`src/rtl/nand_seq_pkg.sv`:
```
package nand_seq_pkg;

    localparam int REG_AW = 5;

    localparam logic [REG_AW-1:0] OFS_BUFSEL = 5'h04;
    localparam logic [REG_AW-1:0] OFS_FADDR  = 5'h06;
    localparam logic [REG_AW-1:0] OFS_FCMD   = 5'h08;
    localparam logic [REG_AW-1:0] OFS_LOCK   = 5'h0A;
    localparam logic [REG_AW-1:0] OFS_WPROT  = 5'h12;
    localparam logic [REG_AW-1:0] OFS_CFG    = 5'h1A;
    localparam logic [REG_AW-1:0] OFS_OPSTAT = 5'h1C;

    localparam int OP_CMD  = 0;
    localparam int OP_ADDR = 1;
    localparam int OP_PGIN = 2;
    localparam int OP_PGOUT = 3;
    localparam int OP_ID   = 4;
    localparam int OP_STAT = 5;

    localparam logic [15:0] LOCK_OPEN = 16'h0002;
    localparam logic [15:0] WP_OPEN   = 16'h0004;

    typedef enum logic [1:0] {
        ST_IDLE,
        ST_WAIT_RDY,
        ST_LOW,
        ST_HIGH
    } seq_state_e;

endpackage

```
`src/rtl/nand_reg_file.sv`:
```
module nand_reg_file
    import nand_seq_pkg::*;
#(
    parameter int BSEL_W = 2
) (
    input  logic              clk,
    input  logic              rst_n,
    input  logic              wr_en,
    input  logic [REG_AW-1:0] addr,
    input  logic [15:0]       wdata,
    output logic [15:0]       rdata,
    input  logic              seq_finish,
    output logic              launch,
    output logic              abort,
    output logic [5:0]        op,
    output logic              done,
    output logic [BSEL_W-1:0] bsel,
    output logic [15:0]       faddr,
    output logic [15:0]       fcmd,
    output logic [8:0]        cfg,
    output logic              unlocked,
    output logic              wp_open,
    output logic              irq
);

    typedef struct packed {
        logic [BSEL_W-1:0] bsel;
        logic [15:0]       faddr;
        logic [15:0]       fcmd;
        logic [15:0]       lock;
        logic [15:0]       wprot;
        logic [8:0]        cfg;
        logic [5:0]        op;
        logic              done;
        logic              launch;
        logic              abort;
    } regs_t;

    regs_t regs_d, regs_q;
    logic  code_onehot;

    always_comb begin
        code_onehot = (wdata[5:0] != 6'd0) && ((wdata[5:0] & (wdata[5:0] - 6'd1)) == 6'd0);
        regs_d        = regs_q;
        regs_d.launch = 1'b0;
        regs_d.abort  = 1'b0;
        if (wr_en) begin
            case (addr)
                OFS_BUFSEL: regs_d.bsel  = wdata[BSEL_W-1:0];
                OFS_FADDR:  regs_d.faddr = wdata;
                OFS_FCMD:   regs_d.fcmd  = wdata;
                OFS_LOCK:   regs_d.lock  = wdata;
                OFS_WPROT:  regs_d.wprot = wdata;
                OFS_CFG: begin
                    regs_d.cfg = {wdata[8:7], 1'b0, wdata[5:0]};
                    if (wdata[6]) begin
                        regs_d.abort = 1'b1;
                        regs_d.op    = 6'd0;
                    end
                end
                OFS_OPSTAT: begin
                    if (!wdata[15]) regs_d.done = 1'b0;
                    if (regs_q.op == 6'd0 && code_onehot) begin
                        regs_d.op     = wdata[5:0];
                        regs_d.launch = 1'b1;
                    end
                end
                default: ;
            endcase
        end
        if (seq_finish && !regs_d.abort) begin
            regs_d.op   = 6'd0;
            regs_d.done = 1'b1;
        end
    end

    always_ff @(posedge clk or negedge rst_n) begin
        if (!rst_n) regs_q <= '0;
        else        regs_q <= regs_d;
    end

    always_comb begin
        case (addr)
            OFS_BUFSEL: rdata = 16'(regs_q.bsel);
            OFS_FADDR:  rdata = regs_q.faddr;
            OFS_FCMD:   rdata = regs_q.fcmd;
            OFS_LOCK:   rdata = regs_q.lock;
            OFS_WPROT:  rdata = regs_q.wprot;
            OFS_CFG:    rdata = 16'(regs_q.cfg);
            OFS_OPSTAT: rdata = {regs_q.done, 9'd0, regs_q.op};
            default:    rdata = 16'd0;
        endcase
    end

    assign launch   = regs_q.launch;
    assign abort    = regs_q.abort;
    assign op       = regs_q.op;
    assign done     = regs_q.done;
    assign bsel     = regs_q.bsel;
    assign faddr    = regs_q.faddr;
    assign fcmd     = regs_q.fcmd;
    assign cfg      = regs_q.cfg;
    assign unlocked = (regs_q.lock == LOCK_OPEN);
    assign wp_open  = (regs_q.wprot == WP_OPEN);
    assign irq      = regs_q.done && !regs_q.cfg[4];

endmodule

```
`src/rtl/nand_strobe_fsm.sv`:
```
module nand_strobe_fsm
    import nand_seq_pkg::*;
#(
    parameter int BUF_BYTES   = 512,
    parameter int SPARE_BYTES = 16,
    parameter int ID_BYTES    = 6,
    parameter int PULSE_CLKS  = 2,
    parameter int BSEL_W      = 2,
    parameter int IDX_W       = 9
) (
    input  logic                    clk,
    input  logic                    rst_n,
    input  logic                    launch,
    input  logic                    abort,
    input  logic [5:0]              op_in,
    input  logic                    spare_only,
    input  logic [BSEL_W-1:0]       bsel,
    input  logic [7:0]              cmd_byte,
    input  logic [7:0]              addr_byte,
    input  logic                    nand_rdy,
    input  logic [7:0]              io_in,
    input  logic [7:0]              buf_rdata,
    output logic                    cle,
    output logic                    ale,
    output logic                    we_n,
    output logic                    re_n,
    output logic [7:0]              io_out,
    output logic                    io_oe,
    output logic [BSEL_W+IDX_W-1:0] buf_addr,
    output logic                    capture,
    output logic [7:0]              buf_wdata,
    output logic                    finish
);

    localparam int PC_W = $clog2(PULSE_CLKS + 1);
    localparam int BC_W = $clog2(BUF_BYTES + 1);
    localparam logic [PC_W-1:0] PC_LAST = PC_W'(PULSE_CLKS - 1);

    typedef struct packed {
        seq_state_e        st;
        logic [5:0]        op;
        logic [BSEL_W-1:0] sel;
        logic [PC_W-1:0]   pcnt;
        logic [BC_W-1:0]   bcnt;
        logic [BC_W-1:0]   last;
    } seq_t;

    seq_t seq_d, seq_q;
    logic is_read;

    assign is_read = seq_q.op[OP_PGOUT] | seq_q.op[OP_ID] | seq_q.op[OP_STAT];

    always_comb begin
        seq_d  = seq_q;
        finish = 1'b0;
        case (seq_q.st)
            ST_IDLE: if (launch) begin
                seq_d.op   = op_in;
                seq_d.pcnt = '0;
                seq_d.bcnt = '0;
                seq_d.sel  = (op_in[OP_ID] | op_in[OP_STAT]) ? '0 : bsel;
                if (op_in[OP_PGIN] | op_in[OP_PGOUT])
                    seq_d.last = spare_only ? BC_W'(SPARE_BYTES - 1) : BC_W'(BUF_BYTES - 1);
                else if (op_in[OP_ID])
                    seq_d.last = BC_W'(ID_BYTES - 1);
                else
                    seq_d.last = '0;
                seq_d.st = op_in[OP_PGOUT] ? ST_WAIT_RDY : ST_LOW;
            end
            ST_WAIT_RDY: if (nand_rdy) seq_d.st = ST_LOW;
            ST_LOW: begin
                if (seq_q.pcnt == PC_LAST) begin
                    seq_d.pcnt = '0;
                    seq_d.st   = ST_HIGH;
                end else begin
                    seq_d.pcnt = seq_q.pcnt + 1'b1;
                end
            end
            ST_HIGH: begin
                if (seq_q.pcnt == PC_LAST) begin
                    seq_d.pcnt = '0;
                    if (seq_q.bcnt == seq_q.last) begin
                        seq_d.st = ST_IDLE;
                        finish   = 1'b1;
                    end else begin
                        seq_d.bcnt = seq_q.bcnt + 1'b1;
                        seq_d.st   = ST_LOW;
                    end
                end else begin
                    seq_d.pcnt = seq_q.pcnt + 1'b1;
                end
            end
            default: seq_d.st = ST_IDLE;
        endcase
        if (abort) begin
            seq_d.st = ST_IDLE;
            finish   = 1'b0;
        end
    end

    always_ff @(posedge clk or negedge rst_n) begin
        if (!rst_n) seq_q <= '{st: ST_IDLE, default: '0};
        else        seq_q <= seq_d;
    end

    assign cle       = (seq_q.st != ST_IDLE) && seq_q.op[OP_CMD];
    assign ale       = (seq_q.st != ST_IDLE) && seq_q.op[OP_ADDR];
    assign we_n      = !((seq_q.st == ST_LOW) && !is_read);
    assign re_n      = !((seq_q.st == ST_LOW) && is_read);
    assign io_oe     = (seq_q.st != ST_IDLE) && !is_read;
    assign io_out    = seq_q.op[OP_CMD]  ? cmd_byte :
                       seq_q.op[OP_ADDR] ? addr_byte : buf_rdata;
    assign buf_addr  = {seq_q.sel, seq_q.bcnt[IDX_W-1:0]};
    assign capture   = (seq_q.st == ST_LOW) && is_read && (seq_q.pcnt == PC_LAST);
    assign buf_wdata = io_in;

endmodule

```
`src/rtl/nand_op_seq.sv`:
```
module nand_op_seq
    import nand_seq_pkg::*;
#(
    parameter int BUF_BYTES   = 512,
    parameter int SPARE_BYTES = 16,
    parameter int ID_BYTES    = 6,
    parameter int PULSE_CLKS  = 2,
    parameter int NUM_BUFS    = 4
) (
    input  logic              clk,
    input  logic              rst_n,
    input  logic              reg_wr,
    input  logic [REG_AW-1:0] reg_addr,
    input  logic [15:0]       reg_wdata,
    output logic [15:0]       reg_rdata,
    output logic              irq,
    output logic              nand_ce_n,
    output logic              nand_cle,
    output logic              nand_ale,
    output logic              nand_we_n,
    output logic              nand_re_n,
    output logic              nand_wp_n,
    output logic [7:0]        nand_io_out,
    output logic              nand_io_oe,
    input  logic [7:0]        nand_io_in,
    input  logic              nand_rdy,
    output logic [$clog2(NUM_BUFS)+$clog2(BUF_BYTES)-1:0] buf_addr,
    input  logic [7:0]        buf_rdata,
    output logic              buf_we,
    output logic [7:0]        buf_wdata
);

    localparam int BSEL_W = $clog2(NUM_BUFS);
    localparam int IDX_W  = $clog2(BUF_BYTES);

    logic              launch, abort, seq_finish, capture, unlocked, wp_open, done;
    logic [5:0]        cfg2_op;
    logic [BSEL_W-1:0] bsel;
    logic [15:0]       faddr, fcmd;
    logic [8:0]        cfg;

    nand_reg_file #(.BSEL_W(BSEL_W)) u_regs (
        .clk(clk), .rst_n(rst_n), .wr_en(reg_wr), .addr(reg_addr),
        .wdata(reg_wdata), .rdata(reg_rdata), .seq_finish(seq_finish),
        .launch(launch), .abort(abort), .op(cfg2_op), .done(done),
        .bsel(bsel), .faddr(faddr), .fcmd(fcmd), .cfg(cfg),
        .unlocked(unlocked), .wp_open(wp_open), .irq(irq)
    );

    nand_strobe_fsm #(
        .BUF_BYTES(BUF_BYTES), .SPARE_BYTES(SPARE_BYTES), .ID_BYTES(ID_BYTES),
        .PULSE_CLKS(PULSE_CLKS), .BSEL_W(BSEL_W), .IDX_W(IDX_W)
    ) u_seq (
        .clk(clk), .rst_n(rst_n), .launch(launch), .abort(abort),
        .op_in(cfg2_op), .spare_only(cfg[2]), .bsel(bsel),
        .cmd_byte(fcmd[7:0]), .addr_byte(faddr[7:0]), .nand_rdy(nand_rdy),
        .io_in(nand_io_in), .buf_rdata(buf_rdata), .cle(nand_cle),
        .ale(nand_ale), .we_n(nand_we_n), .re_n(nand_re_n),
        .io_out(nand_io_out), .io_oe(nand_io_oe), .buf_addr(buf_addr),
        .capture(capture), .buf_wdata(buf_wdata), .finish(seq_finish)
    );

    assign buf_we    = capture && unlocked;
    assign nand_wp_n = wp_open;
    assign nand_ce_n = !((cfg2_op != 6'd0) || cfg[7]);

endmodule

```
`config.mk`:
```
export PLATFORM = sky130hd
export DESIGN_NAME = nand_op_seq
export DESIGN_NICKNAME = d
export VERILOG_FILES = /design/src/rtl/nand_seq_pkg.sv /design/src/rtl/nand_reg_file.sv /design/src/rtl/nand_strobe_fsm.sv /design/src/rtl/nand_op_seq.sv
export SDC_FILE = /design/constraint.sdc
export NUM_CORES = 1
export LEC_CHECK = 0
export BUFFER_PORTS_ARGS = -buffer_cell sky130_fd_sc_hd__buf_2
export CORE_MARGIN = 4
export CORE_UTILIZATION = 50
export DETAILED_ROUTE_END_ITERATION = 8
export PLACE_DENSITY = 0.71
export SYNTH_ARGS = -nofsm -noshare
export SYNTH_HDL_FRONTEND = slang
export SYNTH_HIERARCHICAL = 1
export SYNTH_SLANG_ARGS = --single-unit
export TNS_END_PERCENT = 1
```
`constraint.sdc`:
```
create_clock -name clk -period 3.55 [get_ports clk]
set_input_delay 0.355 -clock clk [delete_from_list [all_inputs] [get_ports clk]]
set_output_delay 0.355 -clock clk [all_outputs]
set_load 0.02 [all_outputs]
```
# Word-level counts from Yosys, hierarchy flattened

Index checks and enable logic that the tools add are counted.

Flip-flop bits (word level): 115
Bits in latches: 0
Bits in writable memories: 0
Bits in read-only memories: 0
Memories kept: 0

$add $sub $neg: 3
Multiply operators: 0
Div/mod/pow operators: 0
$lt $le $gt $ge: 0
Eq/ne operators: 24
Shift-type cells: 0
Multiplexer cells: 34
Bitwise operators: 5
Reductions and logical operators: 42

Operators by type and width:

| kind                                                  | count |
|---|---|
| case mux 16 bit (7 select lines)                      | 1 |
| two-way mux 32 bit                                    | 1 |
| two-way mux 10 bit                                    | 3 |
| case mux 10 bit (2 select lines)                      | 1 |
| two-way mux 2 bit                                     | 9 |
| two-way mux 9 bit                                     | 2 |
| equality test 16 x 2 -> 1 bit (second input constant) | 1 |
| equality test 16 x 3 -> 1 bit (second input constant) | 1 |
| two-way mux 8 bit                                     | 2 |
| AND reduction 2 bit                                   | 8 |
| equality test 5 bit (second input constant)           | 3 |
| logical NOT 6 bit                                     | 2 |
| two-way mux 6 bit                                     | 2 |
| case mux 6 bit (2 select lines)                       | 1 |
| AND reduction 4 bit                                   | 3 |
| nonzero test 6 bit                                    | 2 |
| logical AND 1 bit                                     | 11 |
| adder 10 x 1 -> 10 bit (second input constant)        | 1 |
| equality test 10 bit                                  | 1 |
| equality test 5 x 3 -> 1 bit (second input constant)  | 2 |
| equality test 5 x 4 -> 1 bit (second input constant)  | 2 |
| nonzero test 2 bit                                    | 5 |
| != test 3 x 2 -> 1 bit (second input constant)        | 3 |
| two-way mux 1 bit                                     | 8 |
| 20 further kinds                                      | 33 |

# Logic depth before layout (Yosys ltp)

Gate-level depths: netlist of the first run.

Depth after elaboration: 12
Gate-level depth with buffers: 11
Depth with buffers taken out: 8

# Cells and area by module

The synthesis of the first run kept the hierarchy.

By module, submodules not included:

| module          | times used | cells an instance | area an instance (um^2) | seq. area each (um^2) |
|---|---|---|---|---|
| nand_reg_file   | 1          | 348               | 4221.5                  | 2077.0 |
| nand_strobe_fsm | 1          | 194               | 1595.3                  | 600.6 |
| nand_op_seq     | 1          | 3                 | 26.3                    | 0.0 |

# Worst setup path before layout of the first run

No wires, ideal clock.

Path type: register to register
Start point: register u_seq.seq_q (netlist bit u_seq/buf_addr[4])
End point: register u_regs.regs_q[3], in the netlist u_regs/op[0]
Library setup time: 0.096 ns
Data arrival time: 2.504 ns
Data required time: 3.454 ns
Setup slack: 0.950 ns
Cell stages (with the launch flop): 11
Buffers on the path: 2
Clock period less this slack: 2.600 ns
Cells stage by stage: dfrtp_1 -> or4_1 -> mux2i_1 -> and4_1 -> buf_2 -> buf_2 -> nor3b_1 -> clkinv_1 -> o21ai_0 -> a41oi_2 -> o31ai_1

Cells in the longest elaborated chain, start to end: 8
Elaborated cells on any way between the ends: 12
Classes of those cells: eq/ne: 3; mux: 5; reduce/logical: 4

Ends and longest elaborated chain:

| element                                                        | line                   | RTL |
|---|---|---|
| start: declaration                                             | nand_strobe_fsm.sv:48  | `seq_t seq_d, seq_q;` |
| start signal: assignment                                       | nand_strobe_fsm.sv:103 | `else seq_q <= seq_d;` |
| equality test 10 bit (*)                                       | nand_strobe_fsm.sv:82  | `if (seq_q.bcnt == seq_q.last) begin` |
| two-way mux 1 bit (*)                                          | nand_strobe_fsm.sv:82  |  |
| two-way mux 1 bit (*)                                          | nand_strobe_fsm.sv:80  | `if (seq_q.pcnt == PC_LAST) begin` |
| two-way mux 1 bit (*)                                          | nand_strobe_fsm.sv:56  | `case (seq_q.st)` |
| two-way mux 1 bit (*)                                          | nand_strobe_fsm.sv:95  | `if (abort) begin` |
| net seq_finish                                                 | nand_op_seq.sv:36      | `logic launch, abort, seq_finish, capture, unlocked, wp_open, done;` |
| logical AND 1 bit (*)                                          | nand_reg_file.sv:71    | `if (seq_finish && !regs_d.abort) begin` |
| != test 3 x 1 -> 1 bit (no line), or another cell as far along | --                     |  |
| AND reduction 4 bit (no line)                                  | --                     |  |
| end signal: assignment                                         | nand_reg_file.sv:79    | `else regs_q <= regs_d;` |
| end: declaration                                               | nand_reg_file.sv:39    | `regs_t regs_d, regs_q;` |

The timed path passes the listed nets; every way through them passes the cells marked *.
A chain may end at the register's enable or synchronous reset.

# Final worst setup path of the first run

Start point: register u_seq.seq_q (netlist bit u_seq/buf_addr[4])
End point: register u_regs.regs_q[6], in the netlist u_regs/op[3]

Same word-level chain as after synthesis.

==> results of run 1 <==
==> sequential cells by signal, summed over array words and instances, names as in the netlist <==
name and flops:
u_regs/regs_q 32, u_regs/faddr 16, u_regs/fcmd 16, u_seq/seq_q 13, u_seq/buf_addr 11, u_regs/cfg 8, u_regs/op 6, u_regs/bsel 2
u_regs/abort 1, u_regs/done 1, u_regs/launch 1
==> worst min-delay path by stage <==
stage	start	end	slack, ns	cells past startpoint
after floorplan	rst_n	u_regs/abort$_DFF_PN0_	0.06	0
after global placement	u_regs/abort$_DFF_PN0_	u_seq/seq_q[30]$_DFFE_PN0P_	0.45	1
after detailed placement	u_regs/abort$_DFF_PN0_	u_seq/seq_q[30]$_DFFE_PN0P_	0.45	1
after CTS	rst_n	u_seq/buf_addr[0]$_DFFE_PN0P_	0.11	1
after global routing	rst_n	u_seq/seq_q[21]$_DFFE_PN0P_	0.15	1
final	rst_n	u_seq/buf_addr[1]$_DFFE_PN0P_	0.07	1
==> power groups by stage <==
stage | Clock (uW) | Combinational (uW) | Sequential, uW
finish | 963 | 662 | 1620
global route | 1040 | 726 | 1640
CTS | 988 | 661 | 1610
detailed placement | 0 | 660 | 1640
global placement | 0 | 633 | 1620
floorplan | 0 | 618 | 1550
==> cell usage in the layout, fill, tap and decap left out, drive strengths merged, types with 11 or more instances in the layout <==
cell type,count
dfrtp,107
buf,80
mux2,75
nand2,55
a22oi,33
o21ai,22
nor2,15
nand3,12
mux2i,11
==> final cells by class <==
cell class                 instances  area share (%)
sequential                       107           44.20
clock inverter                     6          0.9913
multi-input combinational        333           40.83
timing repair buffer              80           6.815
tap                              140           2.891
clock buffer                      10           3.779
inverter                           8          0.4957
==> per-layer routing <==
metal | wire, um | global-route usage, %
met1 | 5863 | 29.76
met2 | 6947 | 36.59
met3 | 979 | 3.383
met4 | 327 | 8.947
met5 | 0 | 0
==> metrics by stage <==
stage,hold WS [ns],area (um2)
finish,0.06812,6058
CTS,0.1089,6058
detailed placement,0.4508,5769
floorplan,0.05941,5667
global placement,0.4507,5769
global route,0.1504,6058
==> impl_metrics.json, run 1 <==
{
  "outcome": "complete, no violations",
  "path_class": "register to register",
  "grt_pass1_wl_um": 22870,
  "layout_setup_ws_ns": 0.3072,
  "io_pins": 93,
  "finClkSkew_ns": 0.009517,
  "post-route-min-period_ns": 3.243,
  "r2r_cells": 8,
  "final_cells": 684,
  "antenna_found_initial": 0,
  "fmaxAchievable_mhz": 308.4,
  "die_y_um": 114.5,
  "std_cell_rows": 38,
  "hold_viol": 0,
  "cp-end-kind": "register",
  "portBuffers": 76,
  "worst_slew_pin_slew_ns": 0.9128,
  "timing.reg2reg.setup_slack_ns": 0.31,
  "rsz0062_at_grt": "no",
  "leakage_uw": 0.002826,
  "dp_hpwl_um": 9976,
  "maxCapViolations": 0,
  "combPwrFrac_pct": 20.4,
  "cts_tree": "done",
  "drc": 0,
  "crit_cells": 8,
  "syn_area_per_cell_um2": 10.88,
  "slew_viol_final": 0,
  "ys.warnings.count": 6,
  "clkPwrFrac_pct": 29.7,
  "numCtsBuffers": 9,
  "pwr-share-seq_pct": 49.9,
  "crit_end": "u_regs/op[3]$_DFFE_PN0P_",
  "drive_gt1_share_pct": 31.99,
  "dp_worst_setup_slack_ns": 0.4206,
  "crit_buf_inv": 1,
  "crit_path_max_fanout": 17,
  "fin_crit_sh_pct": 91.35,
  "multi_input_area_um2": 2474,
  "drt-pass1-iter-count": 7,
  "critPathLaunch": "u_seq/buf_addr[4]$_DFFE_PN0P_",
  "cp_cell_sequence": "or4_1, mux2i_1, and4_1, nor3b_1, clkinv_1, o21ai_0, a41oi_2, o31ai_1",
  "drtIter0Drc": 460,
  "crit_slowest_cell": "or4_1",
  "switchingPower_uw": 1044,
  "postCtsSetupRepairBufs": 0,
  "n_fill_cell": 984,
  "wl_per_cell_um": 20.64,
  "avgViaCountPerCell": 6.235,
  "r2r_end": "u_regs/op[3]$_DFFE_PN0P_",
  "dp.cells": 668,
  "finalPower_uw": 3244,
  "wl_um": 14120,
  "critPathRequiredTime_ns": 3.79,
  "diodes": 0,
  "fin_util_pct": 55.16,
  "vias": 4265,
  "fin_nets": 581,
  "cts-resized-gates": 0,
  "grt_max_degree": 63,
  "p_int_uw": 2200,
  "cts_buffer_depth": 2,
  "die-area_um2": 13100,
  "cp_top_family": "simple AND/OR/NAND/NOR gates",
  "holdBufCountCts": 0,
  "track_usage_pct": 22.32,
  "cts_sinks": 107,
  "synth_area_um2": 5667,
  "netlist_instances": 521,
  "cpPeakStageDelay_ns": 0.55,
  "swShare_pct": 32.18,
  "cp-start-kind": "register",
  "clk_latency_ns": 0.35,
  "area_growth_pct": 6.911,
  "gpl.final_weighted_congestion": 0.8980,
  "grt_overflow": 0,
  "min_path_type": "primary input to asynchronous set/reset pin",
  "seq_area_um2": 2678,
  "ant_nets": 0,
  "grt_pass1_vias": 4287,
  "clockRootBuffer": "clkbuf_16",
  "start_util_pct": 51.59,
  "ir_drop_v": 0.0002784,
  "setup_tns_ns": 0,
  "die_width_um": 114.5,
  "critical_path_arrival_ns": 3.49,
  "syn_nets": 563,
  "setup_viol": 0,
  "coreArea_um2": 10980,
  "slew_headroom_pct": 38.62,
  "powerDensity_nw_per_um2": 535.5,
  "clk_pin_slew_ns": 0.08,
  "cts_max_level": 3,
  "rr_startpoint": "u_seq/buf_addr[4]$_DFFE_PN0P_"
}
No activity file was read; power rests on OpenSTA's default activity.
==> run 2: changes to the inputs <==
Settings changed: CORE_UTILIZATION 50 to 45, PLACE_DENSITY 0.71 to 0.65.
==> impl_metrics.json, run 2 (same netlist as run 1, synthesis figures left out) <==
{
  "min_path_type": "primary input to asynchronous set/reset pin",
  "postCtsSetupRepairBufs": 0,
  "outcome": "complete, no violations",
  "cts_sinks": 107,
  "layout_common_cells": "107 x dfrtp_1, 75 x buf_2, 63 x mux2_2",
  "largest-register": "u_regs/regs_q",
  "finalPower_uw": 3357,
  "ant_nets": 0,
  "slew_headroom_pct": 38.63,
  "final_cells": 711,
  "cp_cell_sequence": "or4_1, mux2i_1, and4_1, nor3b_1, clkinv_1, o21ai_0, a41oi_2, o31ai_1",
  "powerDensity_nw_per_um2": 547.2,
  "cts_tree": "done",
  "grt_overflow": 0,
  "die_y_um": 120.2,
  "worst_slew_pin_slew_ns": 0.9206,
  "fin_nets": 580,
  "drive_gt1_share_pct": 31.86,
  "use_met2_pct": 32.53,
  "ir_drop_v": 0.0002259,
  "final_common_cell": "dfrtp_1",
  "start_util_pct": 46.59,
  "numCtsBuffers": 9,
  "drtIter0Drc": 387,
  "antenna_found_initial": 0,
  "vias": 4180,
  "maxCapViolations": 0,
  "drt-pass1-iter-count": 5,
  "hold_viol": 0,
  "grt_use_met3_pct": 3.181,
  "grt_util_met1_pct": 27.53,
  "portBuffers": 76,
  "track_usage_pct": 20.19,
  "dp.cells": 695,
  "wl_um": 14140,
  "grt_max_degree": 70,
  "critical_path_arrival_ns": 3.46,
  "gpl.final_weighted_congestion": 0.9273,
  "diodes": 0,
  "largest_reg_flops": 32,
  "fin_crit_sh_pct": 90.28,
  "cts_max_level": 3,
  "dp_hpwl_um": 9987,
  "drc": 0,
  "std_cell_rows": 40,
  "critPathRequiredTime_ns": 3.80,
  "post-route-min-period_ns": 3.205,
  "die-area_um2": 14450,
  "area_growth_pct": 8.258,
  "clk_pin_slew_ns": 0.07,
  "setup_tns_ns": 0,
  "die_width_um": 120.2,
  "leakage_uw": 0.002847,
  "cts_buffer_depth": 2,
  "cpPeakStageDelay_ns": 0.55,
  "rsz0062_at_grt": "no",
  "avgViaCountPerCell": 5.879,
  "wl_per_cell_um": 19.89,
  "clk_latency_ns": 0.35,
  "path_class": "register to register",
  "busiest_layer": "met2",
  "coreArea_um2": 12160,
  "grt_pass1_vias": 4134,
  "holdBufCountCts": 0,
  "cts-resized-gates": 0,
  "crit_path_max_fanout": 17,
  "cp-end-kind": "register",
  "slew_viol_final": 0,
  "crit_buf_inv": 1,
  "cp_top_family": "simple AND/OR/NAND/NOR gates",
  "clockRootBuffer": "clkbuf_16",
  "cp-start-kind": "register",
  "grt_pass1_wl_um": 22960,
  "fmaxAchievable_mhz": 312.0,
  "finClkSkew_ns": 0.007326,
  "io_pins": 93,
  "setup_viol": 0,
  "crit_slowest_cell": "or4_1"
}
[run 2: worst paths after layout]
path | startpoint | endpoint | slack (ns) | depth (start not counted)
setup / recovery | u_seq/buf_addr[4]$_DFFE_PN0P_ | u_regs/op[4]$_DFFE_PN0P_ | 0.35 | 8
hold / removal | rst_n | u_regs/launch$_DFF_PN0_ | 0.14 | 1
setup reg to reg | u_seq/buf_addr[4]$_DFFE_PN0P_ | u_regs/op[4]$_DFFE_PN0P_ | 0.35 | 8
hold reg to reg | u_regs/abort$_DFF_PN0_ | u_seq/seq_q[31]$_DFFE_PN0P_ | 0.47 | 1
max in group asynchronous | rst_n | u_regs/fcmd[15]$_DFFE_PN0P_ | 2.68 | 2
min in group clk | reg_wdata[10] | u_regs/regs_q[44]$_DFFE_PN0P_ | 0.26 | 2
[run 2: routing by layer]
metal,share of wire [%],wire length [um]
met1,45,6386
met2,48,6824
met3,4.3,604
met4,2.3,327
met5,0,0
[run 2: layout make-up]
| type | instances | area, um2 |
|---|---|---|
| tap | 168 | 210.2 |
| multi-input combinational | 333 | 2474 |
| inverter | 8 | 30.03 |
| sequential | 107 | 2678 |
| clock buffer | 10 | 229.0 |
| fill | 1100 | 6027 |
| timing repair buffer | 79 | 417.9 |
| clock inverter | 6 | 96.34 |
[run 2: where the power goes]
part           switching (uW)  leakage [uW]  internal [uW]  total (uW)
combinational             368       0.00130            290         657
clock                     458      0.000155            627        1080
sequential                195       0.00139           1420        1610
total                    1020       0.00285           2340        3360
[run 2: per-stage QoR]
step	hold slack [ns]	setup WS [ns]	util, %	cell area (um2)
finish	0.1433	0.3452	50.44	6135
global route	0.2042	0.09661	50.44	6135
CTS	0.1682	0.4158	50.44	6135
detailed placement	0.4687	0.4498	47.77	5809
global placement	0.4485	0.6607	47.77	5809
floorplan	0.05941	0.9498	-	5667
==> run 3: changes to the inputs <==
Settings changed: MAX_ROUTING_LAYER set to met4.
==> impl_metrics.json, run 3 (same netlist as run 1, synthesis figures left out) <==
{
  "outcome": "complete, no violations",
  "largest-register": "u_regs/regs_q",
  "drive_gt1_share_pct": 32.17,
  "die_width_um": 120.2,
  "crit_slowest_cell": "or4_1",
  "portBuffers": 76,
  "ant_nets": 0,
  "cpPeakStageDelay_ns": 0.55,
  "leakage_uw": 0.002842,
  "setup_tns_ns": 0,
  "cts_sinks": 107,
  "grt_util_met1_pct": 26.96,
  "track_usage_pct": 20.72,
  "powerDensity_nw_per_um2": 541.9,
  "grt_pass1_vias": 4199,
  "drtIter0Drc": 329,
  "cp-end-kind": "register",
  "grt_overflow": 0,
  "min_path_type": "primary input to asynchronous set/reset pin",
  "fin_nets": 581,
  "wl_per_cell_um": 19.77,
  "start_util_pct": 46.59,
  "seq_area_um2": 2678,
  "clockRootBuffer": "clkbuf_16",
  "worst_slew_pin_slew_ns": 0.8894,
  "setup_viol": 0,
  "cp-start-kind": "register",
  "grt_pass1_wl_um": 23000,
  "antenna_found_initial": 0,
  "ir_drop_v": 0.0002976,
  "cts_max_level": 3,
  "grt_use_met3_pct": 3.134,
  "stdcell_area_um2": 6112,
  "rsz0062_at_grt": "no",
  "gpl.final_weighted_congestion": 0.9622,
  "r2r_cells": 8,
  "numCtsBuffers": 9,
  "cts-resized-gates": 0,
  "clk_pin_slew_ns": 0.08,
  "std_cell_rows": 40,
  "fin_util_pct": 50.26,
  "cts_tree": "done",
  "post-route-min-period_ns": 3.154,
  "finalPower_uw": 3312,
  "rr_startpoint": "u_seq/buf_addr[4]$_DFFE_PN0P_",
  "busiest_layer": "met2",
  "use_met2_pct": 32.67,
  "maxCapViolations": 0,
  "largest_reg_flops": 32,
  "n_fill_cell": 1120,
  "dp_hpwl_um": 9995,
  "wl_um": 14080,
  "path_class": "register to register",
  "vias": 4174,
  "slew_headroom_pct": 40.20,
  "r2r_end": "u_regs/op[1]$_DFFE_PN0P_",
  "crit_path_max_fanout": 17,
  "die-area_um2": 14450,
  "io_pins": 93,
  "hold_viol": 0,
  "fin_crit_sh_pct": 88.84,
  "multi_input_area_um2": 2474,
  "final_common_cell": "dfrtp_1",
  "coreArea_um2": 12160,
  "cts_buffer_depth": 2,
  "drc": 0,
  "critPathRequiredTime_ns": 3.80,
  "die_y_um": 120.2,
  "place_area_um2": 5804,
  "grt_max_degree": 70,
  "timing.reg2reg.setup_slack_ns": 0.40,
  "clk_latency_ns": 0.35,
  "cp_cell_sequence": "or4_1, mux2i_1, and4_1, nor3b_1, clkinv_1, o21ai_0, a41oi_2, o31ai_1",
  "postCtsSetupRepairBufs": 0,
  "fmaxAchievable_mhz": 317.1,
  "finClkSkew_ns": 0.008531,
  "diodes": 0,
  "avgViaCountPerCell": 5.862,
  "layout_common_cells": "107 x dfrtp_1, 75 x buf_2, 63 x mux2_2",
  "critical_path_arrival_ns": 3.41,
  "slew_viol_final": 0,
  "drt-pass1-iter-count": 5,
  "holdBufCountCts": 0,
  "area_growth_pct": 7.860
}
## run 3: cell types whose count changed in the layout (fill, tap and decap cells not counted), sizes merged
cell / previous run / this run
bufinv: 2 / 1
inv: 9 / 10
clkbuf: 10 / 9
clkinv: 2 / 3
buf: 79 / 80
## run 3: stage by stage
| stage | cells | worst slack, ns | hold WS, ns |
|---|---|---|---|
| global placement | 696 | 0.6684 | 0.4518 |
| finish | 712 | 0.3963 | 0.1368 |
| floorplan | 521 | 0.9498 | 0.05941 |
| detailed placement | 696 | 0.4789 | 0.4509 |
| global route | 712 | 0.1510 | 0.2020 |
| CTS | 712 | 0.4503 | 0.1472 |
## run 3: worst max-delay path, delay by kind of cell, from the launching register on
family,cells,cell delay [ns]
DFF,1,0.45
and+or+nand+nor,3,1.46
buffers and inverters,1,0.34
AOI/OAI and AO/OA,3,0.61
muxes,1,0.18
## run 3: metal layers
layer | vias up | part of all wire (%)
met5 | - | 0
met4 | 0 | 2.6
met3 | 26 | 5.5
met2 | 151 | 47
met1 | 2092 | 44
li1 | 1905 | -
## run 3: area by class of cell
| class | count | area share, % |
|---|---|---|
| sequential | 107 | 43.81 |
| multi-input combinational | 333 | 40.47 |
| timing repair buffer | 80 | 6.755 |
| clock buffer | 9 | 3.685 |
| tap | 168 | 3.439 |
| clock inverter | 7 | 1.351 |
| inverter | 8 | 0.4913 |
## run 3: power by group
part / switching, uW / internal [uW]
clock: 479 / 560
combinational: 371 / 289
sequential: 194 / 1420
total: 1040 / 2270
## run 3: worst max path at each step
stage,slack [ns],to,cells past startpoint,startpoint
final,0.40,u_regs/op[1]$_DFFE_PN0P_,8,u_seq/buf_addr[4]$_DFFE_PN0P_
after global routing,0.15,u_regs/op[4]$_DFFE_PN0P_,8,u_seq/buf_addr[4]$_DFFE_PN0P_
after CTS,0.45,u_regs/op[1]$_DFFE_PN0P_,8,u_seq/buf_addr[4]$_DFFE_PN0P_
after detailed placement,0.48,u_regs/op[1]$_DFFE_PN0P_,8,u_seq/buf_addr[4]$_DFFE_PN0P_
after global placement,0.67,u_regs/op[3]$_DFFE_PN0P_,8,u_seq/buf_addr[4]$_DFFE_PN0P_
after floorplan,0.95,u_regs/op[0]$_DFFE_PN0P_,10,u_seq/buf_addr[4]$_DFFE_PN0P_
